==> config.mk <==
export PLATFORM = sky130hd
export DESIGN_NAME = devcfg_regfile
export DESIGN_NICKNAME = d
export VERILOG_FILES = /design/src/rtl/devcfg_pkg.sv /design/src/rtl/cfg_once_field.sv /design/src/rtl/cfg_srst_group.sv /design/src/rtl/devcfg_regfile.sv
export SDC_FILE = /design/constraint.sdc
export NUM_CORES = 1
export LEC_CHECK = 0
export BUFFER_PORTS_ARGS = -buffer_cell sky130_fd_sc_hd__buf_2
export CORE_MARGIN = 8
export CORE_UTILIZATION = 35
export DETAILED_ROUTE_END_ITERATION = 16
export PLACE_DENSITY = 0.57
export SLEW_MARGIN = 20
export SYNTH_ARGS = -nofsm -noshare
export SYNTH_HDL_FRONTEND = slang
export SYNTH_SLANG_ARGS = --single-unit
==> constraint.sdc <==
create_clock -name clk -period 3.05 [get_ports clk]
set_clock_uncertainty 0.05 [all_clocks]
set_input_delay 0.915 -clock clk [delete_from_list [all_inputs] [get_ports clk]]
set_output_delay 0.915 -clock clk [all_outputs]
set_load 0.01 [all_outputs]
==> src/rtl/devcfg_pkg.sv <==
// Shared constants and helpers for the device configuration register file.
// Assumes a 32-bit bus with byte strobes; the low half carries every field.
package devcfg_pkg;
    localparam int unsigned BUS_W   = 32;
    localparam int unsigned STRB_W  = BUS_W / 8;
    localparam int unsigned HALF_W  = BUS_W / 2;
    localparam int unsigned HALF_BE = HALF_W / 8;
    localparam int unsigned NUM_SRST = 3;

    localparam logic [HALF_W-1:0] SCAN_KEY = 16'hA5A5;
    localparam logic [1:0]        CAP_PROT_CODE = 2'b01;

    // word indices; the soft-reset groups are consecutive
    localparam int unsigned IDX_REV   = 0;
    localparam int unsigned IDX_TRIM  = 1;
    localparam int unsigned IDX_SRST0 = 2;
    localparam int unsigned IDX_CAP   = IDX_SRST0 + NUM_SRST;
    localparam int unsigned IDX_SCAN  = IDX_CAP + 1;

    localparam int unsigned CAP_LOCK_BIT = 15;
endpackage

==> src/rtl/cfg_once_field.sv <==
// One-shot field. SET_ONCE=0: the first write freezes it regardless of data.
// SET_ONCE=1: it stays writable while zero and freezes once non-zero.
// Assumes wr_hit already includes address decode and at least one strobe.
module cfg_once_field #(
    parameter int unsigned W        = 16,
    parameter bit          SET_ONCE = 1'b0,
    localparam int unsigned NB      = W / 8
) (
    input  logic          clk,
    input  logic          rst_n,
    input  logic          wr_hit,
    input  logic [W-1:0]  wdata,
    input  logic [NB-1:0] wbe,
    output logic          accept,
    output logic [W-1:0]  q
);
    logic frozen;

    generate
        if (SET_ONCE) begin : g_set_once
            // non-zero content is the freeze condition
            assign frozen = |q;
        end else begin : g_write_once
            logic done_q;
            // remembers that the single permitted write has happened
            always_ff @(posedge clk) begin
                if (!rst_n)      done_q <= 1'b0;
                else if (accept) done_q <= 1'b1;
            end
            assign frozen = done_q;
        end
    endgenerate

    assign accept = wr_hit && !frozen;

    for (genvar b = 0; b < NB; b++) begin : g_byte
        // byte lane update on an accepted strobed write
        always_ff @(posedge clk) begin
            if (!rst_n)                q[b*8 +: 8] <= '0;
            else if (accept && wbe[b]) q[b*8 +: 8] <= wdata[b*8 +: 8];
        end
    end
endmodule

==> src/rtl/cfg_srst_group.sv <==
// Sticky soft-reset group: bits hold until rewritten; unimplemented bits
// (MASK=0) stay 0. Assumes wr_en already carries decode and protection.
module cfg_srst_group #(
    parameter int unsigned     W    = 16,
    parameter logic [W-1:0]    MASK = '1,
    localparam int unsigned    NB   = W / 8
) (
    input  logic          clk,
    input  logic          rst_n,
    input  logic          wr_en,
    input  logic [W-1:0]  wdata,
    input  logic [NB-1:0] wbe,
    output logic [W-1:0]  q
);
    for (genvar b = 0; b < NB; b++) begin : g_byte
        // masked byte lane load; no self clearing
        always_ff @(posedge clk) begin
            if (!rst_n)               q[b*8 +: 8] <= '0;
            else if (wr_en && wbe[b]) q[b*8 +: 8] <= wdata[b*8 +: 8] & MASK[b*8 +: 8];
        end
    end
endmodule

==> src/rtl/devcfg_regfile.sv <==
// Device configuration register file with hardware-enforced write policies.
// Assumes single-cycle requests (bus_sel) and combinational read data.
module devcfg_regfile
    import devcfg_pkg::*;
#(
    parameter int unsigned ADDR_W = 4,
    parameter int unsigned SRST_W = 16,
    parameter logic [NUM_SRST*SRST_W-1:0] SRST_MASKS = {16'h00FF, 16'hFFFF, 16'h03FF},
    localparam int unsigned SRST_BE = SRST_W / 8
) (
    input  logic                       clk,
    input  logic                       rst_n,
    input  logic                       bus_sel,
    input  logic                       bus_wr,
    input  logic [ADDR_W-1:0]          bus_addr,
    input  logic [STRB_W-1:0]          bus_strb,
    input  logic [BUS_W-1:0]           bus_wdata,
    output logic [BUS_W-1:0]           bus_rdata,
    input  logic                       prot_wr_en,
    output logic                       wr_err_o,
    output logic [NUM_SRST*SRST_W-1:0] soft_rst_o,
    output logic                       cap_protected_o,
    output logic                       bscan_dis_o
);
    logic              wr_req, rd_req, lo_touch;
    logic              is_rev, is_trim, is_cap, is_scan;
    logic [NUM_SRST-1:0] is_srst;
    logic              rev_acc, trim_acc, cap_ok, scan_ok, reject;
    logic [HALF_W-1:0] rev_q, trim_q;
    logic              cap_lock_q;
    logic [1:0]        cap_type_q;
    logic              scan_q;
    logic              err_q;

    assign wr_req   = bus_sel && bus_wr;
    assign rd_req   = bus_sel && !bus_wr;
    assign lo_touch = |bus_strb[HALF_BE-1:0];
    assign is_rev   = (bus_addr == ADDR_W'(IDX_REV));
    assign is_trim  = (bus_addr == ADDR_W'(IDX_TRIM));
    assign is_cap   = (bus_addr == ADDR_W'(IDX_CAP));
    assign is_scan  = (bus_addr == ADDR_W'(IDX_SCAN));

    cfg_once_field #(.W(HALF_W), .SET_ONCE(1'b0)) u_rev (
        .clk(clk), .rst_n(rst_n),
        .wr_hit(wr_req && is_rev && lo_touch),
        .wdata(bus_wdata[HALF_W-1:0]), .wbe(bus_strb[HALF_BE-1:0]),
        .accept(rev_acc), .q(rev_q)
    );

    cfg_once_field #(.W(HALF_W), .SET_ONCE(1'b1)) u_trim (
        .clk(clk), .rst_n(rst_n),
        .wr_hit(wr_req && is_trim && lo_touch),
        .wdata(bus_wdata[HALF_W-1:0]), .wbe(bus_strb[HALF_BE-1:0]),
        .accept(trim_acc), .q(trim_q)
    );

    for (genvar g = 0; g < NUM_SRST; g++) begin : g_srst
        assign is_srst[g] = (bus_addr == ADDR_W'(IDX_SRST0 + g));
        cfg_srst_group #(.W(SRST_W), .MASK(SRST_MASKS[g*SRST_W +: SRST_W])) u_grp (
            .clk(clk), .rst_n(rst_n),
            .wr_en(wr_req && is_srst[g] && prot_wr_en),
            .wdata(bus_wdata[SRST_W-1:0]), .wbe(bus_strb[SRST_BE-1:0]),
            .q(soft_rst_o[g*SRST_W +: SRST_W])
        );
    end

    assign cap_ok  = wr_req && is_cap && prot_wr_en && !cap_lock_q;
    assign scan_ok = wr_req && is_scan && (bus_strb == '1) &&
                     (bus_wdata[BUS_W-1:HALF_W] == SCAN_KEY);

    // capture selector: type by byte 0, set-once lock by byte 1
    always_ff @(posedge clk) begin
        if (!rst_n) begin
            cap_type_q <= '0;
            cap_lock_q <= 1'b0;
        end else if (cap_ok) begin
            if (bus_strb[0]) cap_type_q <= bus_wdata[1:0];
            if (bus_strb[1] && bus_wdata[CAP_LOCK_BIT]) cap_lock_q <= 1'b1;
        end
    end

    // keyed scan disable bit
    always_ff @(posedge clk) begin
        if (!rst_n)       scan_q <= 1'b0;
        else if (scan_ok) scan_q <= bus_wdata[0];
    end

    // classify the current write as refused or not
    always_comb begin
        if (is_rev)           reject = !rev_acc;
        else if (is_trim)     reject = !trim_acc;
        else if (|is_srst)    reject = !prot_wr_en;
        else if (is_cap)      reject = !cap_ok;
        else if (is_scan)     reject = !scan_ok;
        else                  reject = 1'b1;
        reject = reject && wr_req;
    end

    // one-cycle error pulse after a refused write
    always_ff @(posedge clk) begin
        if (!rst_n) err_q <= 1'b0;
        else        err_q <= reject;
    end

    // read mux: fields only, keys and reserved bits as zero
    always_comb begin
        bus_rdata = '0;
        if (rd_req) begin
            if (is_rev)       bus_rdata[HALF_W-1:0] = rev_q;
            else if (is_trim) bus_rdata[HALF_W-1:0] = trim_q;
            else if (is_cap) begin
                bus_rdata[CAP_LOCK_BIT] = cap_lock_q;
                bus_rdata[1:0]          = cap_type_q;
            end
            else if (is_scan) bus_rdata[0] = scan_q;
            else begin
                for (int g = 0; g < NUM_SRST; g++)
                    if (is_srst[g]) bus_rdata[SRST_W-1:0] = soft_rst_o[g*SRST_W +: SRST_W];
            end
        end
    end

    assign wr_err_o        = err_q;
    assign cap_protected_o = (cap_type_q == CAP_PROT_CODE);
    assign bscan_dis_o     = scan_q;
endmodule

Yosys cells after proc, flatten, opt, wreduce, memory -nomap -nowiden
Cells that the tools add are included.

Flip-flop bits (word level): 72. Input port bits: 45. Output and inout bits: 83. Logic and storage cells: 85.

Eq/ne operators: 9. Multiplexer cells: 16. Reductions and logical operators: 46.

Operator list (count): 2-to-1 mux 16 bit (5); logical AND 1 bit (31); == test 16 bit, second input constant (1); OR reduction 16 bit (1); 2-to-1 mux 15 bit (1); 2-to-1 mux 13 bit (1); == test 4 x 3 -> 1 bit, second input constant (3); 2-to-1 mux 10 bit (1); zero test 1 bit (9); == test 4 x 2 -> 1 bit, second input constant (2); 2-to-1 mux 1 bit (7); == test 4 x 1 -> 1 bit, second input constant (1); == test 4 bit, second input constant (1); zero test 4 bit (1); AND reduction 2 bit (2); OR reduction 3 bit (1); == test 2 x 1 -> 1 bit, second input constant (1); 2-to-1 mux 2 bit (1); OR reduction 2 bit (1).

Longest topological paths before layout
Gate-level depths: netlist of the first run.

Depth in word-level cells: 11. Mapped depth: 8.

Cells and area by module
From an unflattened synthesis of the first run, not the netlist that was laid out.

Cell total of the unflattened synthesis: 504. Area total of the unflattened synthesis: 4405.5 µm².

By module, submodules not included: devcfg_regfile (instances 1, cells an instance 174, area each 1352.5 µm², sequential area each 100.1 µm²); cfg_once_field at u_trim (instances 1, cells an instance 79, area each 740.7 µm², sequential area each 320.3 µm²); cfg_srst_group at g_srst[1].u_grp (instances 1, cells an instance 75, area each 710.7 µm², sequential area each 320.3 µm²); cfg_once_field at u_rev (instances 1, cells an instance 75, area each 696.9 µm², sequential area each 340.3 µm²); cfg_srst_group at g_srst[0].u_grp (instances 1, cells an instance 54, area each 481.7 µm², sequential area each 200.2 µm²); cfg_srst_group at g_srst[2].u_grp (instances 1, cells an instance 47, area each 422.9 µm², sequential area each 160.2 µm²).

Worst setup path before layout of the first run
OpenSTA, ideal clock, no wires.

Path type: input to output. From: in bus_addr[0]. To: out bus_rdata[0]. Arrival: 2.333 ns. Slack: -0.248 ns. Stages on the path: 5. Path through: buf_2 > buf_2 > a21boi_0 > o32a_1 > a2111oi_0.

Cells in the longest elaborated chain, start to end: 9.

Ends and longest elaborated chain: start, declared (RTL line devcfg_regfile.sv:15) `input logic [ADDR_W-1:0] bus_addr,`; == test 4 x 2 -> 1 bit (RTL line devcfg_regfile.sv:58) `assign is_srst[g] = (bus_addr == ADDR_W'(IDX_SRST0 + g));`; 2-to-1 mux 10 bit (RTL line devcfg_regfile.sv:118) `if (is_srst[g]) bus_rdata[SRST_W-1:0] = soft_rst_o[g*SRST_W +: SRST_W];`; 2-to-1 mux 16 bit (2 in series) (RTL line devcfg_regfile.sv:118); 2-to-1 mux 1 bit (RTL line devcfg_regfile.sv:115) `else if (is_scan) bus_rdata[0] = scan_q;`; 2-to-1 mux 2 bit (RTL line devcfg_regfile.sv:111) `else if (is_cap) begin`; 2-to-1 mux 16 bit (RTL line devcfg_regfile.sv:110) `else if (is_trim) bus_rdata[HALF_W-1:0] = trim_q;`; 2-to-1 mux 16 bit * (RTL line devcfg_regfile.sv:109) `if (is_rev) bus_rdata[HALF_W-1:0] = rev_q;`; 2-to-1 mux 16 bit * (RTL line devcfg_regfile.sv:108) `if (rd_req) begin`; end, declared (RTL line devcfg_regfile.sv:18) `output logic [BUS_W-1:0] bus_rdata,`.

Mark *: on every way between the ends. The rest lies on a longest branch, timed or not.

Worst setup path in the final report of the first run
From: in bus_addr[3]. To: out bus_rdata[2].

Cells in the longest elaborated chain, start to end: 9.

Ends and longest elaborated chain (RTL line): == test 4 x 2 -> 1 bit (devcfg_regfile.sv:58); 2-to-1 mux 10 bit (devcfg_regfile.sv:118); 2-to-1 mux 16 bit (2 in series) (devcfg_regfile.sv:118); 2-to-1 mux 15 bit (devcfg_regfile.sv:115); 2-to-1 mux 13 bit (devcfg_regfile.sv:111); 2-to-1 mux 16 bit (devcfg_regfile.sv:110); 2-to-1 mux 16 bit * (devcfg_regfile.sv:109); 2-to-1 mux 16 bit * (devcfg_regfile.sv:108).

Marked as above.

==> flow_summary.toml, run 1 <==
[power_and_ir_drop]
power.leakage_nw = 2.20
p_seq_share_pct = 46.7
switching_share_pct = 24.7
p_switching_uw = 500
ir_drop_uv = 196
combPwrFrac_pct = 11.4
p_int_mw = 1.53
total_power_mw = 2.03
power.density_cell_area_nw_per_um2 = 406
power_frac_clock_pct = 42.0

[die]
die_area_sq_um = 14600
ios = 128
die_y_um = 121
rows = 38
coreArea_sq_um = 10800
initial_core_util_pct = 35.7
die_x_um = 121

[sta]
final.min_clock_period_ns = 3.00
slew_viol_final = 0
tightestPinTransition_ns = 0.526
holdWs_ns = 0.405
rsz0062_at_grt = "true"
setup_viol = 0
fmaxAchievable_ghz = 0.333
period_share_pct = 98.5
hold_viol_final = 0
maxSlewHeadroom_pct = 64.6

[yosys]
synth_top_area_cell = "dfxtp_1"
synth_edf_count = 0
synth_area_sq_um = 3860
syn_avg_cell_area_sq_um = 8.86
ys_warn_count = 0
synthCells = 435
synth.top_cell.area_share_pct = 37.4
synthArstFlopShare_pct = 0
yosysUniqueCellTypes = 52
ys_ff_latch = 72
synth-main-ff-cell = "dfxtp_1"
ys_seq_area_share_pct = 37.4
synth_area_leaders = "dfxtp_1 (37%), mux2i_1 (16%), nor2b_1 (9.4%), buf_4 (5.8%), nand2_1 (3.9%)"

[final_layout]
layout-drive-gt1-share_pct = 31.9
fin_util_pct = 46.3
syn_to_final_growth_pct = 29.5
fin_area_sq_um = 4990
final_cell_mix = "buf_2 (93), dfxtp_1 (72), mux2i_1 (62)"
num_antenna_cells = 0
mostFrequentLayoutCell = "buf_2"
layout.nets = 604
final_cells = 704

[clock_tree]
cts_root_buffer = "clkbuf_8"
cts_sinks = 72
cts_max_path_buffers = 2
cts_made_buffers = 9
htree_levels = 3
clk_pin_slew_ns = 0.08
cts_tree = "built"
cts_hold_buf = 0
insertion_delay_ns = 0.34

[placed_design]
place_congestion = 0.824
dpl.hpwl_um = 8750
dpl_cell_area_sq_um = 4620
placement.io_buffers = 97
dpl.cell_count = 684

[grt]
grt_first_pass_wirelength_um = 17400
antenna_found_initial = 0
first_global_vias = 3337
overflow = 0
grt_max_degree = 52
track_usage_pct = 14.9

[critical_path]
critPathMaxStageDelay_ns = 0.24
startpoint_type = "input port"
path_cells = "buf_12 -> buf_6 -> nor4_4 -> buf_4 -> a21oi_2 -> o21ai_1 -> o21ai_1 -> nor2_1 -> buf_2"
reg2regPathDepth = 5
r2r_start = "u_trim.q[1]"
cp.depth = 9
crit_path_end = "bus_rdata[2]"
setup.worst_path.class = "input port to primary output"
critPathMaxFanout = 6
critical_path.startpoint = "bus_addr[3]"
crit_path_frequent_cell = "o21ai_1"
crit_required_ns = 2.08
r2r-end = "u_trim.q[12]"
setup.worst_path.end_class = "primary output"
crit_family = "buffers and inverters"
crit_slowest_cell = "nor4_4"
r2r_setup_slack_ns = 1.32
arrival_ns = 2.04
path_buf_inv = 4

[status]
status = "finished, final reports clean"

[hold_path]
min_path_type = "flip-flop to flip-flop"

[drt]
drc_errors = 0
highest_layer = "met4"
dr_wl_met2_um = 5180
avgViaCountPerCell = 4.81
drt.antenna.violating_nets = 0
drtIter0Drc = 171
drt-met1-wl_um = 5380
wl_per_cell_um = 16.3
wirelength_um = 11500
wl_met3_um = 762
num_vias = 3383
drt-pass1-iter-count = 4

[job]
drv_cap = 0
[layer usage]
metal,global-route usage (%),up-vias
met5,0,-
met4,6.09,0
met3,3.40,11
met2,23.8,100
met1,19.0,1579
li1,-,1693
[logic make-up after synthesis]
kind of cell    synth area share (%)
flops                           37.4
buf+inv                         9.41
compound gates                  11.2
simple gates                    24.1
other cells                   0.0972
mux                             17.8
[power by group through the flow]
stage	logic [mW]	registers, mW	clock network (mW)
2_1_floorplan	0.143	0.967	0
3_3_place_gp	0.207	0.967	0
3_5_place_dp	0.210	0.967	0
4_1_cts	0.214	0.945	0.863
5_1_grt	0.249	0.945	0.897
6_report	0.230	0.945	0.850
[final cells by class]
class / instances / area, sq um
clock buffers: 11 / 141
clock inverters: 5 / 80.1
fillers: 1060 / 5800
inverters: 8 / 30.0
multi-input cells: 329 / 2240
flip-flops and latches: 72 / 1440
well taps: 140 / 175
repair buffers: 139 / 888
[worst min-delay path by stage]
stage                 startpoint           end  cells past startpoint
floorplan            u_trim.q[0]   u_trim.q[0]                      2
global placement     u_trim.q[0]   u_trim.q[0]                      2
detailed placement   u_trim.q[0]   u_trim.q[0]                      2
CTS                  u_trim.q[0]   u_trim.q[0]                      2
global route        u_trim.q[10]  u_trim.q[10]                      2
finish               u_trim.q[0]   u_trim.q[0]                      2
[per-stage QoR]
step                      setup WS (ns)  TNS, ns
after floorplan                0.000590        0
after global placement          -0.0520   -0.347
after detailed placement         -0.128   -0.641
after CTS                        0.0105        0
after global routing            -0.0385   -0.150
final                            0.0458        0
[registers in the layout, summed over array words and instances, names as in the netlist]
name	count
g_srst.u_grp.q	34
u_rev.q	16
u_trim.q	16
cap_type_q	2
bscan_dis_o	1
cap_lock_q	1
u_rev.frozen	1
wr_err_o	1
[worst reg2reg max path, stage by stage (launching register included)]
cell and delay [ns]:
dfxtp_1 0.34, nor4_1 0.30, nand4_1 0.21, nor4_4 0.40, nand2_2 0.19, o21ai_1 0.17
[synth_stat cells, drive strengths merged, types with 2 or more instances]
cell type  number
o22ai           2
mux2            6
nand3b          2
o21ai          27
buf            37
o221ai          3
o211a           2
o311ai          2
nor3            4
nor4b           2
inv             8
nand4           2
nand2          42
nand2b          6
o21a            2
a22oi           5
clkbuf         18
nor4bb          2
a21oi          20
nor4            6
mux2i          62
dfxtp          72
nand3           4
and2            2
nor2b          58
nor2           24
[what timing repair did]
item | CTS | global route
setup endpoints to repair | 16 | 12
cloned | 0 | 1
resized for setup | 8 | 17
buffers inserted | 0 | 3
pin swaps | 5 | 6
Note: power is estimated with default switching activity, not from simulation.
==> inputs of run 2 (changes only) <==
Settings changed: PLACE_DENSITY 0.57 to 0.56, SYNTH_HIERARCHICAL set to 1.
==> flow_summary.toml, run 2 <==
[status]
status = "complete, but fails checks"
violations = "negative setup slack"

[drt]
drc_errors = 0
wl_per_cell_um = 18.2
drt.antenna.violating_nets = 0
avgViaCountPerCell = 5.17
drtIter0Drc = 275
drt-pass1-iter-count = 5
wirelength_um = 14300
num_vias = 4052

[placed_design]
placement.io_buffers = 97
place_ws_ns = -0.212
dpl.cell_count = 760
dpl.hpwl_um = 10300
place_congestion = 0.834

[grt]
overflow = 0
first_global_vias = 3986
track_usage_pct = 16.6
grt_max_degree = 88
grt_first_pass_wirelength_um = 21500
antenna_found_initial = 0

[sta]
final.min_clock_period_ns = 3.08
fmaxAchievable_ghz = 0.324
setup_slack_ns = -0.0329
setup_viol = 11
hold_viol_final = 0
maxSlewHeadroom_pct = 65.2
tightestPinTransition_ns = 0.521
period_share_pct = 101
rsz0062_at_grt = "true"
slew_viol_final = 0
holdWs_ns = 0.417

[die]
die_y_um = 128
rows = 41
die_x_um = 128
die_area_sq_um = 16400
coreArea_sq_um = 12500
initial_core_util_pct = 35.3
ios = 128

[clock_tree]
cts_made_buffers = 9
cts_tree = "built"
cts_root_buffer = "clkbuf_16"
insertion_delay_ns = 0.33
htree_levels = 3
clk_pin_slew_ns = 0.06
cts_sinks = 72
cts_max_path_buffers = 2

[final_layout]
num_antenna_cells = 0
largest-register = "g_srst.u_grp/q"
fin_util_pct = 44.6
layout.nets = 651
layout-drive-gt1-share_pct = 40.4
largest_register_ffs = 34
final_cells = 783
ff_latch_area_sq_um = 1440
nFillCells = 1248
multiInputGateArea_sq_um = 2620
mostFrequentLayoutCell = "buf_2"
syn_to_final_growth_pct = 26.1
final_cell_mix = "buf_2 (92), nand2_1 (85), dfxtp_1 (72)"
largest_registers = "g_srst.u_grp/q: 34 flops, u_rev/q: 16 flops, u_trim/q: 16 flops"

[yosys]
synth_edf_count = 0
synth_top_area_cell = "dfxtp_1"
synthArstFlopShare_pct = 0
yosysUniqueCellTypes = 54
synth.top_cell.area_share_pct = 32.7
synth_area_leaders = "dfxtp_1 (33%), nand2_1 (7.2%), o21ai_2 (6.4%), buf_4 (5.8%), nand4_1 (5.1%)"
synthCells = 504
synth-main-ff-cell = "dfxtp_1"
yosysMostFrequentCell = "nand2_1"
ys_seq_area_share_pct = 32.7
ys_ff_latch = 72
synth_area_sq_um = 4410
synth_common_cells = "nand2_1 (85), dfxtp_1 (72), nand4_1 (36), buf_4 (34), o21ai_2 (32)"
syn_avg_cell_area_sq_um = 8.74
ys_warn_count = 6

[critical_path]
arrival_ns = 2.12
setup.worst_path.end_class = "primary output"
setup.worst_path.class = "input port to primary output"
crit_required_ns = 2.08
startpoint_type = "input port"
critPathMaxFanout = 7

[power_and_ir_drop]
power.leakage_nw = 2.30
power.density_cell_area_nw_per_um2 = 412
ir_drop_uv = 312

[hold_path]
min_path_type = "flip-flop to flip-flop"

[job]
drv_cap = 0
==> run 2: cell count changes in the layout (fill, tap and decap cells not counted), sizes merged, moves of 17 or more <==
cell	delta
a21oi	-17
mux2i	-40
a22oi	+21
nand4	+34
nor2b	-52
and2	+19
nand2	+44
o21ai	+23
==> run 2: repair_timing <==
action                     4_1_cts  5_1_grt
pin swaps                       21        9
setup buffers                    2        4
gates cloned                     1        1
resized for setup               31       23
setup endpoints to repair       16       16
hold endpoints to repair         0        0
hold buffers                     0        0
==> run 2: final cells by class <==
type	instances	area share [%]
Multi-Input combinational cell	380	47.1
Sequential cell	72	26.0
Timing Repair Buffer	140	17.3
Clock buffer	11	4.55
Tap cell	172	3.87
Clock inverter	5	0.991
Inverter	3	0.203
==> run 2: critical path, stage by stage <==
cell and delay (ns):
buf_12 0.11, buf_6 0.11, nor4_4 0.27, buf_4 0.17, clkbuf_16 0.15, a22oi_2 0.07, o21ai_1 0.06, and2_1 0.13
buf_2 0.13
==> run 2: per-layer routing <==
metal / routed length, um / up-vias / track usage [%]
li1: - / 1956 / -
met1: 6480 / 1958 / 21.8
met2: 6850 / 127 / 26.4
met3: 786 / 11 / 3.49
met4: 167 / 0 / 5.24
met5: 0 / - / 0
==> run 2: cells by family after synthesis <==
group	synth area share [%]
AND/OR/NAND/NOR	26.1
flip-flops	32.7
multiplexers	8.32
buffers and inverters	12.4
other	0.256
AO/OA/AOI/OAI	20.1
==> run 2: power breakdown <==
| group | internal [mW] | switching, mW |
|---|---|---|
| registers | 0.944 | 0.00254 |
| clock network | 0.675 | 0.400 |
| logic | 0.102 | 0.167 |
| total | 1.72 | 0.570 |
==> run 2: final timing paths <==
path	startpoint	endpoint	slack, ns	depth (start not counted)
worst min register to register	u_rev/q[4]	u_rev/q[4]	0.42	2
worst max-delay path	bus_addr[2]	bus_rdata[5]	-0.03	9
worst max register to register	u_trim/q[5]	wr_err_o	1.23	5
worst min-delay path	u_rev/q[4]	u_rev/q[4]	0.42	2
==> run 2: metrics by stage <==
stage          total power [mW]  setup TNS [ns]  area (sq um)
5_1_grt                    2.36           -1.09          5550
4_1_cts                    2.29           -1.40          5460
3_5_place_dp               1.21           -2.30          5020
6_report                   2.29          -0.202          5550
3_3_place_gp               1.20           -2.42          5020
2_1_floorplan              1.13               0          4510
==> inputs of run 3 (changes only) <==
Settings changed: CORE_UTILIZATION 35 to 30, PLACE_DENSITY 0.56 to 0.49.
==> flow_summary.toml, run 3 (synthesis gave the netlist of run 2 again) <==
[placed_design]
dpl_cell_area_sq_um = 5080
dpl.hpwl_um = 10800
placement.io_buffers = 97
place_congestion = 0.825
dpl.cell_count = 776

[critical_path]
path_cells = "buf_8 -> buf_6 -> nor4_4 -> buf_6 -> buf_12 -> a22oi_2 -> o21ai_1 -> and2_1 -> buf_2"
arrival_ns = 2.13
crit_family = "buffers and inverters"
startpoint_type = "input port"
reg2regPathDepth = 5
setup.worst_path.class = "input port to primary output"
critPathMaxFanout = 7
r2r-end = "wr_err_o"
r2r_start = "u_trim/q[4]"
r2r_setup_slack_ns = 1.26
setup.worst_path.end_class = "primary output"
cp.depth = 9
critPathMaxStageDelay_ns = 0.25
crit_required_ns = 2.08
crit_path_frequent_cell = "buf_6"
path_buf_inv = 5
critical_path.startpoint = "bus_addr[2]"
crit_slowest_cell = "nor4_4"
crit_path_end = "bus_rdata[3]"

[final_layout]
largest_registers = "g_srst.u_grp/q: 34 flops, u_rev/q: 16 flops, u_trim/q: 16 flops"
syn_to_final_growth_pct = 27.0
fin_area_sq_um = 5600
largest_register_ffs = 34
layout-drive-gt1-share_pct = 41.0
largest-register = "g_srst.u_grp/q"
mostFrequentLayoutCell = "buf_2"
final_cell_mix = "buf_2 (90), nand2_1 (85), dfxtp_1 (72)"
final_cells = 798
layout.nets = 654
num_antenna_cells = 0

[drt]
num_vias = 4018
drc_errors = 0
drtIter0Drc = 209
drt.antenna.violating_nets = 0
wirelength_um = 14800
avgViaCountPerCell = 5.04
wl_per_cell_um = 18.6
drt-pass1-iter-count = 4

[die]
die_y_um = 137
die_area_sq_um = 18800
coreArea_sq_um = 14400
rows = 44
ios = 128
die_x_um = 137
initial_core_util_pct = 30.5

[grt]
grt_max_degree = 71
grt_first_pass_wirelength_um = 22800
track_usage_pct = 15.5
first_global_vias = 4044
overflow = 0
antenna_found_initial = 0

[clock_tree]
cts_max_path_buffers = 2
cts_root_buffer = "clkbuf_16"
cts_made_buffers = 9
clk_pin_slew_ns = 0.06
htree_levels = 3
cts_sinks = 72
insertion_delay_ns = 0.34
cts_tree = "built"

[sta]
slew_viol_final = 0
fmaxAchievable_ghz = 0.323
final.min_clock_period_ns = 3.09
maxSlewHeadroom_pct = 66.2
rsz0062_at_grt = "true"
tightestPinTransition_ns = 0.506
period_share_pct = 101
setup_viol = 11
setup_slack_ns = -0.0444
hold_viol_final = 0

[power_and_ir_drop]
total_power_mw = 2.23
power_frac_clock_pct = 45.4
switching_share_pct = 27.8
p_switching_uw = 620
p_int_mw = 1.61
ir_drop_uv = 243
combPwrFrac_pct = 12.2
power.density_cell_area_nw_per_um2 = 398
p_seq_share_pct = 42.4
power.leakage_nw = 2.31

[hold_path]
min_path_type = "flip-flop to flip-flop"
hold_path_depth = 2

[status]
violations = "negative setup slack"
status = "complete, but fails checks"

[job]
drv_cap = 0
## run 3: worst min path at each step
stage	from	endpoint	slack [ns]
2_1_floorplan	u_rev/q[15]	u_rev/q[15]	0.38
3_3_place_gp	u_rev/q[6]	u_rev/q[6]	0.39
3_5_place_dp	u_rev/q[3]	u_rev/q[3]	0.40
4_1_cts	u_rev/q[9]	u_rev/q[9]	0.41
5_1_grt	u_rev/q[0]	u_rev/q[0]	0.43
6_report	u_rev/q[9]	u_rev/q[9]	0.42
## run 3: final cells by class
| cell class | instances | area [sq um] |
|---|---|---|
| timing repair buffer | 143 | 1020 |
| inverter | 3 | 11.3 |
| sequential | 72 | 1440 |
| tap | 184 | 230 |
| clock inverter | 7 | 55.1 |
| fill | 1495 | 8830 |
| multi-input combinational | 380 | 2610 |
| clock buffer | 9 | 225 |
## run 3: metrics by stage
stage / setup TNS (ns) / utilization, % / worst slack, ns / hold slack, ns
after CTS: -0.490 / 38.5 / -0.0657 / 0.414
after global routing: -0.845 / 38.8 / -0.105 / 0.427
after floorplan: 0 / - / 0.0404 / 0.385
final: -0.238 / 38.8 / -0.0444 / 0.416
after global placement: -1.81 / 35.2 / -0.146 / 0.393
after detailed placement: -1.98 / 35.2 / -0.160 / 0.400
## run 3: layer usage
layer | global-route usage (%) | up-vias | wire length [um]
li1 | - | 1968 | -
met1 | 20.5 | 1924 | 6800
met3 | 3.25 | 15 | 914
met4 | 5.07 | 0 | 210
met5 | 0 | - | 0
met2 | 24.7 | 111 | 6890
## run 3: what timing repair did
item | 4_1_cts | 5_1_grt
endpoints found under the setup margin | 16 | 16
buffers inserted | 3 | 1
pin swaps | 17 | 13
resized for setup | 40 | 10
hold buffers | 0 | 0
gates cloned | 2 | 0
## run 3: worst min-delay path, cell delays in order (launching register included)
cell     delay [ns]
dfxtp_1        0.31
nand2_1        0.05
mux2i_1        0.05
## run 3: power groups by stage
stage	Clock, mW	Combinational, mW	Sequential, mW
floorplan	0	0.165	0.967
global placement	0	0.242	0.967
detailed placement	0	0.243	0.967
CTS	1.04	0.265	0.946
global route	1.07	0.294	0.945
finish	1.01	0.272	0.946
